==> config.mk <==
export PLATFORM = sky130hd
export DESIGN_NAME = sdspi_cmd_engine
export DESIGN_NICKNAME = d
export VERILOG_FILES = /design/src/rtl/sdspi_cmd_pkg.sv /design/src/rtl/sdspi_crc7.sv /design/src/rtl/sdspi_frame_seq.sv /design/src/rtl/sdspi_r1_scan.sv /design/src/rtl/sdspi_cmd_engine.sv
export SDC_FILE = /design/constraint.sdc
export NUM_CORES = 1
export LEC_CHECK = 0
export BUFFER_PORTS_ARGS = -buffer_cell sky130_fd_sc_hd__buf_4
export CORE_MARGIN = 4
export CORE_UTILIZATION = 30
export DETAILED_ROUTE_END_ITERATION = 16
export PLACE_DENSITY_LB_ADDON = 0.1
export SLEW_MARGIN = 40
export SYNTH_ARGS = -nofsm -noshare
export SYNTH_HDL_FRONTEND = slang
export SYNTH_SLANG_ARGS = --single-unit
export TNS_END_PERCENT = 20
==> constraint.sdc <==
create_clock -name clk -period 3.9 [get_ports clk]
set_input_delay 0.39 -clock clk [delete_from_list [all_inputs] [get_ports clk]]
set_output_delay 0.39 -clock clk [all_outputs]
set_load 0.01 [all_outputs]
==> src/rtl/sdspi_cmd_pkg.sv <==
package sdspi_cmd_pkg;

   typedef enum logic [1:0] {
      PH_IDLE  = 2'd0,
      PH_FRAME = 2'd1,
      PH_POLL  = 2'd2
   } phase_e;

   localparam logic [7:0] FILL_BYTE  = 8'hFF;
   localparam logic [1:0] CMD_PREFIX = 2'b01;
   localparam logic [6:0] CRC7_POLY  = 7'h09;
   localparam int         FRAME_LEN  = 7;

   // One message bit into the CRC7 register, MSB-first
   function automatic logic [6:0] crc7_bit(input logic [6:0] c, input logic b);
      logic fb;
      fb = c[6] ^ b;
      return {c[5:0], 1'b0} ^ (fb ? CRC7_POLY : 7'h00);
   endfunction

   function automatic logic [6:0] crc7_byte(input logic [6:0] c, input logic [7:0] d);
      logic [6:0] r;
      r = c;
      for (int i = 7; i >= 0; i--) r = crc7_bit(r, d[i]);
      return r;
   endfunction

endpackage

==> src/rtl/sdspi_crc7.sv <==
module sdspi_crc7
   import sdspi_cmd_pkg::*;
#(
   parameter int BIT_SERIAL = 0
) (
   input  logic       clk,
   input  logic       rst_n,
   input  logic       clr_i,
   input  logic       upd_i,
   input  logic [7:0] data_i,
   output logic       rdy_o,
   output logic [6:0] crc_o
);

   generate
      if (BIT_SERIAL != 0 && BIT_SERIAL != 1) begin : g_bad_variant
         $error("sdspi_crc7: BIT_SERIAL must be 0 or 1");
      end

      if (BIT_SERIAL == 0) begin : g_byte
         logic [6:0] crc_q;
         always_ff @(posedge clk or negedge rst_n) begin
            if (!rst_n)     crc_q <= '0;
            else if (clr_i) crc_q <= '0;
            else if (upd_i) crc_q <= crc7_byte(crc_q, data_i);
         end
         assign crc_o = crc_q;
         assign rdy_o = 1'b1;
      end else begin : g_serial
         logic [6:0] crc_q;
         logic [7:0] sh_q;
         logic [3:0] left_q;
         always_ff @(posedge clk or negedge rst_n) begin
            if (!rst_n) begin
               crc_q  <= '0;
               sh_q   <= '0;
               left_q <= '0;
            end else if (clr_i) begin
               crc_q  <= '0;
               left_q <= '0;
            end else if (upd_i) begin
               sh_q   <= data_i;
               left_q <= 4'd8;
            end else if (left_q != 4'd0) begin
               crc_q  <= crc7_bit(crc_q, sh_q[7]);
               sh_q   <= {sh_q[6:0], 1'b0};
               left_q <= left_q - 4'd1;
            end
         end
         assign crc_o = crc_q;
         assign rdy_o = (left_q == 4'd0);

         assert_upd_when_rdy_R3: assert property (@(posedge clk) disable iff (!rst_n)
            upd_i |-> rdy_o)
            else $error("CRC update while serial CRC still shifting");
      end
   endgenerate

endmodule

==> src/rtl/sdspi_frame_seq.sv <==
module sdspi_frame_seq
   import sdspi_cmd_pkg::*;
(
   input  logic        clk,
   input  logic        rst_n,
   input  logic        go_i,
   input  logic [5:0]  idx_i,
   input  logic [31:0] arg_i,
   input  logic [6:0]  crc_i,
   input  logic        crc_rdy_i,
   input  logic        ready_i,
   output logic        valid_o,
   output logic [7:0]  tx_o,
   output logic        crc_upd_o,
   output logic        fin_o
);

   localparam int PW = $clog2(FRAME_LEN);
   localparam logic [PW-1:0] LAST_POS = PW'(FRAME_LEN - 1);

   logic          active_q;
   logic [PW-1:0] pos_q;
   logic          hs;

   always_comb begin
      unique case (pos_q)
         PW'(0):  tx_o = FILL_BYTE;
         PW'(1):  tx_o = {CMD_PREFIX, idx_i};
         PW'(2):  tx_o = arg_i[31:24];
         PW'(3):  tx_o = arg_i[23:16];
         PW'(4):  tx_o = arg_i[15:8];
         PW'(5):  tx_o = arg_i[7:0];
         default: tx_o = {crc_i, 1'b1};
      endcase
   end

   // Hold off each byte until the checksum unit can take the next one
   assign valid_o   = active_q && crc_rdy_i;
   assign hs        = valid_o && ready_i;
   assign crc_upd_o = hs && (pos_q != PW'(0)) && (pos_q != LAST_POS);
   assign fin_o     = hs && (pos_q == LAST_POS);

   always_ff @(posedge clk or negedge rst_n) begin
      if (!rst_n) begin
         active_q <= 1'b0;
         pos_q    <= '0;
      end else if (go_i) begin
         active_q <= 1'b1;
         pos_q    <= '0;
      end else if (hs) begin
         if (pos_q == LAST_POS) active_q <= 1'b0;
         else                   pos_q    <= pos_q + PW'(1);
      end
   end

   assert_lead_fill_R1: assert property (@(posedge clk) disable iff (!rst_n)
      (valid_o && pos_q == PW'(0)) |-> tx_o == FILL_BYTE)
      else $error("frame does not open with filler");

endmodule

==> src/rtl/sdspi_r1_scan.sv <==
module sdspi_r1_scan
   import sdspi_cmd_pkg::*;
#(
   parameter int POLL_BYTES = 8
) (
   input  logic       clk,
   input  logic       rst_n,
   input  logic       go_i,
   input  logic       ready_i,
   input  logic [7:0] rx_i,
   output logic       valid_o,
   output logic       fin_o,
   output logic       done_o,
   output logic [7:0] r1_o,
   output logic       no_resp_o
);

   localparam int CW = (POLL_BYTES > 2) ? $clog2(POLL_BYTES) : 1;
   localparam logic [CW-1:0] LAST_POLL = CW'(POLL_BYTES - 1);

   generate
      if (POLL_BYTES < 2) begin : g_bad_budget
         $error("sdspi_r1_scan: POLL_BYTES must be at least 2");
      end
   endgenerate

   logic          active_q;
   logic [CW-1:0] cnt_q;
   logic          hs, accept, exhaust;
   logic          done_q, nr_q;
   logic [7:0]    r1_q;

   assign valid_o = active_q;
   assign hs      = active_q && ready_i;
   assign accept  = hs && (cnt_q != '0) && !rx_i[7];
   assign exhaust = hs && (cnt_q == LAST_POLL);
   assign fin_o   = accept || exhaust;

   always_ff @(posedge clk or negedge rst_n) begin
      if (!rst_n) begin
         active_q <= 1'b0;
         cnt_q    <= '0;
         done_q   <= 1'b0;
         r1_q     <= 8'hFF;
         nr_q     <= 1'b0;
      end else begin
         done_q <= 1'b0;
         if (go_i) begin
            active_q <= 1'b1;
            cnt_q    <= '0;
         end else if (fin_o) begin
            active_q <= 1'b0;
            done_q   <= 1'b1;
            r1_q     <= rx_i;
            nr_q     <= (rx_i == 8'hFF);
         end else if (hs) begin
            cnt_q <= cnt_q + CW'(1);
         end
      end
   end

   assign done_o    = done_q;
   assign r1_o      = r1_q;
   assign no_resp_o = nr_q;

   assert_first_poll_skipped_R5: assert property (@(posedge clk) disable iff (!rst_n)
      (hs && cnt_q == '0) |=> !done_o)
      else $error("first poll byte ended the command");

   assert_done_pulse_R8: assert property (@(posedge clk) disable iff (!rst_n)
      done_o |=> !done_o)
      else $error("done longer than one cycle");

   assert_noresp_is_ff_R7: assert property (@(posedge clk) disable iff (!rst_n)
      no_resp_o |-> r1_o == 8'hFF)
      else $error("no-response flag with non-FF status");

   assert_hold_result_R8: assert property (@(posedge clk) disable iff (!rst_n)
      !done_o |=> (done_o || $stable(r1_o)))
      else $error("status changed without done");

endmodule

==> src/rtl/sdspi_cmd_engine.sv <==
module sdspi_cmd_engine
   import sdspi_cmd_pkg::*;
#(
   parameter int POLL_BYTES     = 8,
   parameter int CRC_BIT_SERIAL = 0
) (
   input  logic        clk,
   input  logic        rst_n,
   input  logic        start_i,
   input  logic [5:0]  cmd_idx_i,
   input  logic [31:0] cmd_arg_i,
   output logic        busy_o,
   output logic        xfer_valid_o,
   output logic [7:0]  xfer_tx_o,
   input  logic        xfer_ready_i,
   input  logic [7:0]  xfer_rx_i,
   output logic [7:0]  r1_o,
   output logic        no_resp_o,
   output logic        done_o
);

   phase_e      phase_q;
   logic [5:0]  idx_q;
   logic [31:0] arg_q;
   logic        take;

   logic        f_valid, f_upd, f_fin;
   logic [7:0]  f_tx;
   logic        s_valid, s_fin;
   logic        crc_rdy;
   logic [6:0]  crc_val;

   assign take = start_i && (phase_q == PH_IDLE);

   always_ff @(posedge clk or negedge rst_n) begin
      if (!rst_n) begin
         phase_q <= PH_IDLE;
         idx_q   <= '0;
         arg_q   <= '0;
      end else begin
         unique case (phase_q)
            PH_IDLE: if (take) begin
               phase_q <= PH_FRAME;
               idx_q   <= cmd_idx_i;
               arg_q   <= cmd_arg_i;
            end
            PH_FRAME: if (f_fin) phase_q <= PH_POLL;
            PH_POLL:  if (s_fin) phase_q <= PH_IDLE;
            default:  phase_q <= PH_IDLE;
         endcase
      end
   end

   sdspi_crc7 #(.BIT_SERIAL(CRC_BIT_SERIAL)) u_crc (
      .clk    (clk),
      .rst_n  (rst_n),
      .clr_i  (take),
      .upd_i  (f_upd),
      .data_i (f_tx),
      .rdy_o  (crc_rdy),
      .crc_o  (crc_val)
   );

   sdspi_frame_seq u_frame (
      .clk       (clk),
      .rst_n     (rst_n),
      .go_i      (take),
      .idx_i     (idx_q),
      .arg_i     (arg_q),
      .crc_i     (crc_val),
      .crc_rdy_i (crc_rdy),
      .ready_i   (xfer_ready_i),
      .valid_o   (f_valid),
      .tx_o      (f_tx),
      .crc_upd_o (f_upd),
      .fin_o     (f_fin)
   );

   sdspi_r1_scan #(.POLL_BYTES(POLL_BYTES)) u_scan (
      .clk       (clk),
      .rst_n     (rst_n),
      .go_i      (f_fin),
      .ready_i   (xfer_ready_i),
      .rx_i      (xfer_rx_i),
      .valid_o   (s_valid),
      .fin_o     (s_fin),
      .done_o    (done_o),
      .r1_o      (r1_o),
      .no_resp_o (no_resp_o)
   );

   assign busy_o       = (phase_q != PH_IDLE);
   assign xfer_valid_o = f_valid || s_valid;
   assign xfer_tx_o    = (phase_q == PH_FRAME) ? f_tx : FILL_BYTE;

   assert_tx_hold_R11: assert property (@(posedge clk) disable iff (!rst_n)
      (xfer_valid_o && !xfer_ready_i) |=> (xfer_valid_o && $stable(xfer_tx_o)))
      else $error("request dropped or changed before handshake");

   assert_busy_from_start_R9: assert property (@(posedge clk) disable iff (!rst_n)
      $rose(busy_o) |-> $past(start_i))
      else $error("busy rose without start");

   assert_done_idle_R9: assert property (@(posedge clk) disable iff (!rst_n)
      done_o |-> !busy_o)
      else $error("done while still busy");

   assert_one_requester_R4: assert property (@(posedge clk) disable iff (!rst_n)
      !(f_valid && s_valid))
      else $error("frame and poll requested together");

endmodule

-- Word-level counts from Yosys, hierarchy flattened
Index checks and enable logic that the tools add are counted.
- add/subtract/negate cells: 2
- multiply operators: 0
- divide/modulo/power cells: 0
- $lt $le $gt $ge: 0
- equality and inequality tests: 16
- shift-type cells: 0
- muxes and demuxes: 29
- bitwise gates (word level): 17
- reductions and logical operators: 28
- operators with widths (cell ; number):
    $xor 7x7->7 ; 8
    $pmux 8 s6 ; 1
    $mux 4 ; 8
    $mux 3 ; 6
    $mux 7 ; 2
    $eq 3x3->1 const B ; 4
    $reduce_bool 2->1 ; 6
    $ne 2x2->1 const B ; 5
    $reduce_and 2->1 ; 5
    $logic_and 1x1->1 ; 9
    $eq 8x8->1 const B ; 1
    $mux 8 ; 1
    $xor 1x1->1 ; 8
    $mux 1 ; 7
    $add 3x1->3 const B ; 2
    $eq 3x2->1 const B ; 2
    $mux 2 ; 3
    $pmux 2 s3 ; 1
    $reduce_bool 3->1 ; 2
    $eq 3x1->1 const B ; 1
    $logic_not 3->1 ; 1
    $ne 3x3->1 const B ; 1
    $reduce_and 3->1 ; 1
    $eq 2x1->1 const B ; 1
    other kinds (5) ; 6
- register bits after elaboration: 65
- bits in latches: 0
- memory bits (writable): 0
- bits in read-only memories: 0
- input bits: 50
- output and inout bits: 20
- word-level logic and storage cells: 103
- memories: 0

-- Longest topological paths before layout
Gate-level depths: netlist of run 1.
- depth in word-level cells: 28
- depth in mapped cells: 12
- gate-level depth less buffers: 9

-- Hierarchy
From an unflattened synthesis of run 1, not the netlist that was laid out.
- cells, all modules: 277
- area total of the unflattened synthesis: 3434.5 µm²
- by module, submodules not included (module ; instances ; cells each ; area an instance (µm²) ; sequential area each (µm²)):
    sdspi_cmd_engine ; 1 ; 98 ; 1577.8 ; 1001.0
    sdspi_frame_seq ; 1 ; 87 ; 700.7 ; 100.1
    sdspi_r1_scan ; 1 ; 46 ; 641.9 ; 360.3
    sdspi_crc7 ; 1 ; 46 ; 514.2 ; 175.2

-- Least setup slack after synthesis of run 1
No wires, ideal clock.
- kind: reg2reg
- start: reg u_frame.pos_q[2]
- end: reg u_crc.g_byte.crc_q[0] (netlist: u_crc.crc_o[0])
- setup time: 0.072 ns
- arrival: 2.527 ns
- data required time: 3.828 ns
- slack: 1.301 ns
- cell stages (with the launch flop): 12
- path buffers: 3
- clock period less this slack: 2.599 ns
- path through: dfrtp_1 buf_4 inv_2 buf_2 ha_1 clkbuf_1 a221oi_1 nand3_1 mux2i_1 xor2_1 mux2_2 nor2_1
- longest elaborated chain between the ends: 16
- elaborated cells on any way between the ends: 28
- those cells by class: 6 x eq/ne; 6 x mux; 11 x bitwise; 5 x reduce/logical
- RTL lines (element ; RTL line ; text):
    start: declaration ; sdspi_frame_seq.sv:22 ; logic [PW-1:0] pos_q;
    start signal: assignment ; sdspi_frame_seq.sv:52 ; else pos_q <= pos_q + PW'(1);
    $eq 3x3->1 (tied with other cells) ; sdspi_frame_seq.sv:26 ; unique case (pos_q)
    $pmux 8 s6 ; sdspi_frame_seq.sv:26 ;
    $xor 1x1->1 ; sdspi_cmd_pkg.sv:17 ; fb = c[6] ^ b;
    $mux 4 ; sdspi_cmd_pkg.sv:18 ; return {c[5:0], 1'b0} ^ (fb ? CRC7_POLY : 7'h00);
    $xor 7x7->7 (7 in series) ; sdspi_cmd_pkg.sv:18 ;
    $xor 1x1->1 ; sdspi_cmd_pkg.sv:17 ;
    $mux 4 ; sdspi_cmd_pkg.sv:18 ;
    $xor 7x7->7 ; sdspi_cmd_pkg.sv:18 ;
    $mux 7 ; sdspi_crc7.sv:25 ; else if (upd_i) crc_q <= crc7_byte(crc_q, data_i);
    $mux 7 ; sdspi_crc7.sv:24 ; else if (clr_i) crc_q <= '0;
    end signal: assignment ; sdspi_crc7.sv:25 ;
    end: declaration ; sdspi_crc7.sv:21 ; logic [6:0] crc_q;
Several ways; a longest one is shown, not always the timed one. The select of a mux whose other input is x is not followed.
A chain may end at the register's enable or synchronous reset.

-- Worst setup path in the final report of run 1
- start: reg u_frame.pos_q[1]
- end: out xfer_tx_o[6]
- longest elaborated chain between the ends: 3
- elaborated cells on any way between the ends: 8
- those cells by class: 5 x eq/ne; 2 x mux; 1 x reduce/logical
- RTL lines (element ; RTL line ; text):
    $eq 3x3->1 (tied with other cells) ; sdspi_frame_seq.sv:26 ;
    $pmux 8 s6 * ; sdspi_frame_seq.sv:26 ;
    $mux 8 * ; sdspi_cmd_engine.sv:94 ; assign xfer_tx_o = (phase_q == PH_FRAME) ? f_tx : FILL_BYTE;
    end: declaration ; sdspi_cmd_engine.sv:14 ; output logic [7:0] xfer_tx_o,
Every way passes the cells marked *; elsewhere a longest branch is shown, timed or not.

==> results of run 1 <==
metrics by stage:
stage | power [W] | cell area, um2 | worst slack [ns] | utilization, % | hold WS [ns]
finish | 0.00138 | 4210 | 0.641 | 38.7 | 0.0145
global placement | 0.000740 | 3970 | 0.920 | 36.5 | 0.461
CTS | 0.00141 | 4210 | 0.648 | 38.7 | 0.0361
floorplan | 0.000688 | 3340 | 1.30 | - | 0.0944
global route | 0.00144 | 4210 | 0.421 | 38.7 | 0.0539
detailed placement | 0.000742 | 3980 | 0.777 | 36.6 | 0.433
state kept, by name, summed over array words and instances (netlist names):
register,count
arg_q,32
idx_q,6
phase_q,2
u_crc.crc_o,7
u_frame.active_q,1
u_frame.pos_q,3
u_scan.cnt_q,3
u_scan.done_o,1
u_scan.no_resp_o,1
u_scan.r1_o,8
u_scan.valid_o,1
cells in the final DEF (no fill, tap or decap), drive strengths merged, types with 2 or more instances in the layout:
cell type / n
nor2: 24
a31oi: 2
inv: 6
a211oi: 2
nand2b: 3
a21boi: 2
or2: 2
a22oi: 3
and3: 3
a221oi: 3
dfstp: 8
bufinv: 2
nand3: 11
nand2: 136
xnor2: 5
dfrtp: 57
mux2i: 11
a21oi: 11
nand4: 4
xor2: 4
buf: 72
nor3b: 2
clkbuf: 10
o21ai: 19
mux2: 14
and2: 2
clkinv: 4
nor2b: 4
ha: 8
a221o: 2
worst reg2reg max path, cell delays in order (launching register included):
cell	delay (ns)
dfrtp_1	0.56
inv_1	0.19
ha_1	0.42
a221o_1	0.39
a222oi_1	0.53
mux2i_1	0.37
xor2_1	0.21
mux2_1	0.34
nor2_1	0.11
layer usage:
layer | GRT usage [%] | routed length (um)
met1 | 20.3 | 4330
met2 | 20.2 | 3650
met3 | 2.76 | 458
met4 | 5.29 | 102
met5 | 0 | 0
area by class of cell:
| type | count | area (um2) |
|---|---|---|
| clock inverters | 6 | 91.3 |
| well taps | 140 | 175 |
| repair buffers | 72 | 544 |
| inverters | 6 | 22.5 |
| multi-input cells | 288 | 1600 |
| clock buffers | 10 | 138 |
| fillers | 1129 | 6680 |
| flip-flops and latches | 65 | 1640 |
power groups by stage:
stage / registers, W / clock network, W / logic [W]
final: 0.000674 / 0.000652 / 0.0000531
after global routing: 0.000674 / 0.000705 / 0.0000600
after global placement: 0.000687 / 0 / 0.0000537
after floorplan: 0.000687 / 0 / 0.000000883
after CTS: 0.000674 / 0.000678 / 0.0000552
after detailed placement: 0.000687 / 0 / 0.0000550
path summary, 6_finish.rpt:
check,start,end,slack [ns]
worst max register to register,u_frame.pos_q[1],u_crc.crc_o[6],0.71
min in group clk,cmd_arg_i[4],arg_q[4],0.23
worst min register to register,idx_q[4],idx_q[4],0.48
worst min-delay path,rst_n,u_scan.cnt_q[2],0.01
worst max-delay path,u_frame.pos_q[1],xfer_tx_o[6],0.64
max in group asynchronous,rst_n,arg_q[19],3.45
logic make-up after synthesis:
kind of cell    Yosys count  share of synthesized area (%)
xor+xnor                  9                           2.36
simple gates            193                           24.0
compound gates           53                           10.3
buf+inv                  26                           3.29
mux                      25                           8.12
flops                    65                           49.0
fa+ha+maj                 8                           2.99
==> run_results.csv, run 1 <==
group,metric,value,unit
pwr,seqPwrFrac,48.9,%
cts,cts.reportedPaths.clkPinSlew,0.08,ns
placement,dp_hpwl,6000,um
pwr,p_leak,2.13,nW
cts,cts_tree,"done",
final_layout,drive_gt1_share,26.2,%
cts,cts.repair.resized,0,
final_layout,layout-area-overhead-vs-synth,26.0,%
placement,finalWeightedCongestion,0.813,
synth,synth_top_cells_by_count,"nand2_1, dfrtp_1, nor2_1",
sta,layout_min_cycle_time,3.26,ns
critical_path,timing.critical_path.max_delay_family,"compound AO/OA/AOI/OAI gates",
synth,synthesis.instances,379,
grt,grt_overflow_total,0,
synth,ys_dominant_reg_cell,"dfrtp_1",
critical_path,startpoint_type,"flop",
pwr,vdd_ir_drop_max,0.157,mV
sta,unrepaired_setup_endpoints_after_global_routing,"no",
sta,report.final.setup_viol,0,
critical_path,crit_path_required_time,3.51,ns
cts,cts.sink_count,65,
critical_path,worst_reg2reg_path_length_in_cells,8,
pwr,p_clk_share,47.3,%
floorplan,num_io_pins,70,
final_layout,n_antenna_cell,0,
floorplan,fp.dieArea,0.0129,mm2
synth,synth.net_count,437,
final_layout,post_layout_nonfiller_instances,587,
hold_path,hold_crit_class,"in -> async",
floorplan,rows,38,
cts,cts_post_setup_buffers_inserted,0,
synth,ys_seq_area_share,49.0,%
floorplan,placeableCoreArea,0.0109,mm2
synth,avgSynthCellArea,8.82,um2
synth,ys_top_cells_by_area,"dfrtp_1, nand2_1, dfstp_2",
grt,grt_pass1_vias,2866,
outcome,status,"finished, final reports clean",
sta,timing.setup.tns,0,ns
critical_path,timing.critical_path.fanout_max,16,
grt,grt_max_degree,66,
routing,post_drt_via_cell_ratio,4.67,
critical_path,cp_data_arrival_time,2.87,ns
critical_path,critical_path.endpoint_type,"output pin",
synth,netlist_area,0.00334,mm2
pwr,swShare,21.3,%
critical_path,cpMaxStageDelayCell,"dfrtp_1",
routing,dr.first_iter.drc_count,137,
cts,clock_insertion_delay_worst_skew,0.35,ns
critical_path,timing_worst_setup_path_type,"reg -> out",
sta,max-slew-margin-rel,48.6,%
sta,achievable_clock_frequency,0.307,GHz
cts,cts-root-to-sink-buffers,2,
cts,htree_num_levels,3,
synth,synth.top_cell.area_share,42.7,%
routing,wl,8530,um
critical_path,critical_path_depth,6,
pwr,switchingPower,0.000294,W
pwr,comb_power_share,3.8,%
pwr,p_per_area,327,mW/mm2
floorplan,start_util,30.7,%
routing,remaining_drc_errors,0,
cts,numCtsBuffers,9,
synth,synth_largest_area_cell,"dfrtp_1",
synth,synth_warnings,0,
grt,track_usage,13.9,%
critical_path,critical-path-max-stage-delay,0.56,ns
sta,hold_viol_final,0,
critical_path,worst-path-buf-inv,2,
grt,antenna_found_initial,0,
synth,synth_edf_count,0,
synth,post_synthesis_cell_type_count,47,
job,timing.max_cap.violations,0,
synth,synth.ff_latch_count,65,
sta,finalCritPeriodShare,83.6,%
sta,finalMaxSlewViolations,0,
sta,worst_pin_slew,0.768,ns
pwr,p_int,0.00109,W
routing,ant_nets,0,
placement,place.port_buffers,69,
final_layout,total_nets_final,500,
synth,yosysMostFrequentCell,"nand2_1",
placement,place.detailed.instances,571,
routing,wire_per_inst,14.5,um
sta,skew,0.0141,ns
routing,drt_pass1_iterations,4,
floorplan,die_height,114,um
cts,cts.root.buffer_cell,"clkbuf_8",
synth,postSynth.asyncResetShare,100,%
floorplan,die_w,114,um
critical_path,timing.critical_path.cells,"inv_1 > ha_1 > a221o_1 > a222oi_1 > o21ai_0 > buf_4",
grt,grt_first_pass_wirelength,14200,um
routing,dr_total_vias,2743,
cts,postCtsHoldBufs,0,
(Power assumes the default switching activity.)
==> run 2, diff against run 1 <==
clock period = 3.4 ns   (was 3.9 ns; I/O delays follow)
==> run_results.csv, run 2 (synthesized netlist as in run 1, its figures left out) <==
group,metric,value,unit
outcome,status,"finished with violations",
outcome,violations,"negative hold slack",
pwr,p_per_area,378,mW/mm2
sta,timing.setup.tns,0,ns
floorplan,fp.dieArea,0.0129,mm2
final_layout,fill_cells,1120,
grt,global_route.usage.met3,3.24,%
cts,clock_insertion_delay_worst_skew,0.33,ns
final_layout,largest_register_ff_count,32,
placement,place.port_buffers,69,
cts,cts.repair.resized,0,
cts,cts.sink_count,65,
sta,layout_min_cycle_time,2.98,ns
critical_path,crit_path_required_time,3.06,ns
grt,grt_max_degree,66,
placement,pre_cts_slack,0.574,ns
routing,dr.first_iter.drc_count,141,
critical_path,cp_data_arrival_time,2.64,ns
routing,drt_pass1_iterations,4,
pwr,p_clk_share,47.9,%
grt,grt_pass1_vias,2790,
pwr,p_leak,2.14,nW
sta,achievable_clock_frequency,0.335,GHz
floorplan,placeableCoreArea,0.0109,mm2
pwr,comb_power_share,3.8,%
critical_path,timing_worst_setup_path_type,"reg -> out",
sta,worst_hold_slack,-0.0168,ns
cts,htree_num_levels,3,
sta,hold_viol_final,14,
cts,cts_post_setup_buffers_inserted,0,
final_layout,seq_area,0.00164,mm2
grt,track_usage,13.9,%
final_layout,n_antenna_cell,0,
final_layout,drive_gt1_share,26.1,%
routing,dr_total_vias,2754,
placement,finalWeightedCongestion,0.863,
grt,use_met2,21.0,%
cts,cts-root-to-sink-buffers,2,
floorplan,start_util,30.7,%
final_layout,layout_commonest_cell,"nand2_1",
pwr,vdd_ir_drop_max,0.273,mV
sta,finalMaxSlewViolations,0,
job,timing.max_cap.violations,0,
grt,grt_overflow_total,0,
critical_path,timing.critical_path.fanout_max,15,
routing,post_drt_via_cell_ratio,4.68,
cts,numCtsBuffers,9,
floorplan,num_io_pins,70,
sta,finalCritPeriodShare,87.8,%
routing,ant_nets,0,
floorplan,rows,38,
sta,postLayoutSetupSlackWorst,0.416,ns
grt,groute.layer.met1.usage,19.9,%
floorplan,die_height,114,um
sta,skew,0.00717,ns
cts,postCtsHoldBufs,0,
pwr,swShare,19.8,%
critical_path,startpoint_type,"flop",
final_layout,total_nets_final,502,
routing,wire_per_inst,14.6,um
grt,grt_first_pass_wirelength,14200,um
sta,max-slew-margin-rel,47.8,%
critical_path,critical_path.endpoint_type,"output pin",
final_layout,top_register,"arg_q",
placement,dp_hpwl,6220,um
pwr,seqPwrFrac,48.3,%
routing,wl,8580,um
floorplan,die_w,114,um
sta,worst_pin_slew,0.781,ns
final_layout,multiInputGateArea,0.00160,mm2
final_layout,layout-area-overhead-vs-synth,26.5,%
cts,cts.root.buffer_cell,"clkbuf_8",
pwr,p_int,0.00128,W
grt,antenna_found_initial,0,
hold_path,hold_crit_class,"in -> async",
final_layout,commonest_cells_after_routing_fill_and_taps_aside,"nand2_1, buf_4, dfrtp_1, nor2_1, o21ai_0",
sta,unrepaired_setup_endpoints_after_global_routing,"no",
cts,cts_tree,"done",
cts,cts.reportedPaths.clkPinSlew,0.07,ns
grt,global_route.peak_usage_layer,"met2",
sta,report.final.setup_viol,0,
routing,remaining_drc_errors,0,
pwr,switchingPower,0.000316,W
==> run 2: path summary, 6_finish.rpt <==
check	startpoint	end	slack, ns	depth (start not counted)
hold reg to reg	idx_q[3]	idx_q[3]	0.48	2
setup / recovery	u_frame.pos_q[1]	xfer_tx_o[0]	0.42	7
hold / removal	rst_n	u_crc.crc_o[4]	-0.02	1
setup reg to reg	u_frame.pos_q[1]	u_crc.crc_o[6]	0.56	8
max in group asynchronous	rst_n	u_crc.crc_o[3]	2.98	1
min in group clk	cmd_arg_i[18]	arg_q[18]	0.19	3
==> run 2: layout make-up <==
| cell class | count | share of cell area, % |
|---|---|---|
| inverter | 6 | 0.532 |
| sequential | 65 | 38.7 |
| clock buffer | 14 | 4.08 |
| multi-input combinational | 288 | 37.9 |
| clock inverter | 2 | 1.42 |
| timing repair buffer | 74 | 13.2 |
| tap | 140 | 4.14 |
==> run 2: power groups by stage <==
stage	logic [W]	clock network, W	registers, W
5_1_grt	0.0000680	0.000830	0.000773
4_1_cts	0.0000622	0.000789	0.000773
2_1_floorplan	0.00000101	0	0.000788
3_5_place_dp	0.0000619	0	0.000788
3_3_place_gp	0.0000612	0	0.000788
6_report	0.0000603	0.000767	0.000773
==> run 2: through the flow <==
step / area, um2 / utilization [%] / hold slack (ns) / total power [W] / std cells
after floorplan: 3340 / - / 0.0444 / 0.000789 / 379
after global placement: 3990 / 36.6 / 0.454 / 0.000849 / 573
after detailed placement: 3990 / 36.7 / 0.463 / 0.000850 / 573
after CTS: 4230 / 38.8 / 0.128 / 0.00162 / 589
after global routing: 4230 / 38.9 / 0.0363 / 0.00167 / 589
final: 4230 / 38.9 / -0.0168 / 0.00160 / 589
==> run 2: metal layers <==
metal  up-vias  wire length [um]
met2        77              3730
met5         -                 0
li1       1388                 -
met1      1278              4220
met3        11               499
met4         0               132
==> run 2: worst max-delay path, cell delays in order, from the launching register on <==
cell	delay [ns]
dfrtp_1	0.56
inv_1	0.20
ha_1	0.24
buf_4	0.19
a211o_1	0.27
a221o_1	0.39
or2_2	0.30
buf_4	0.15
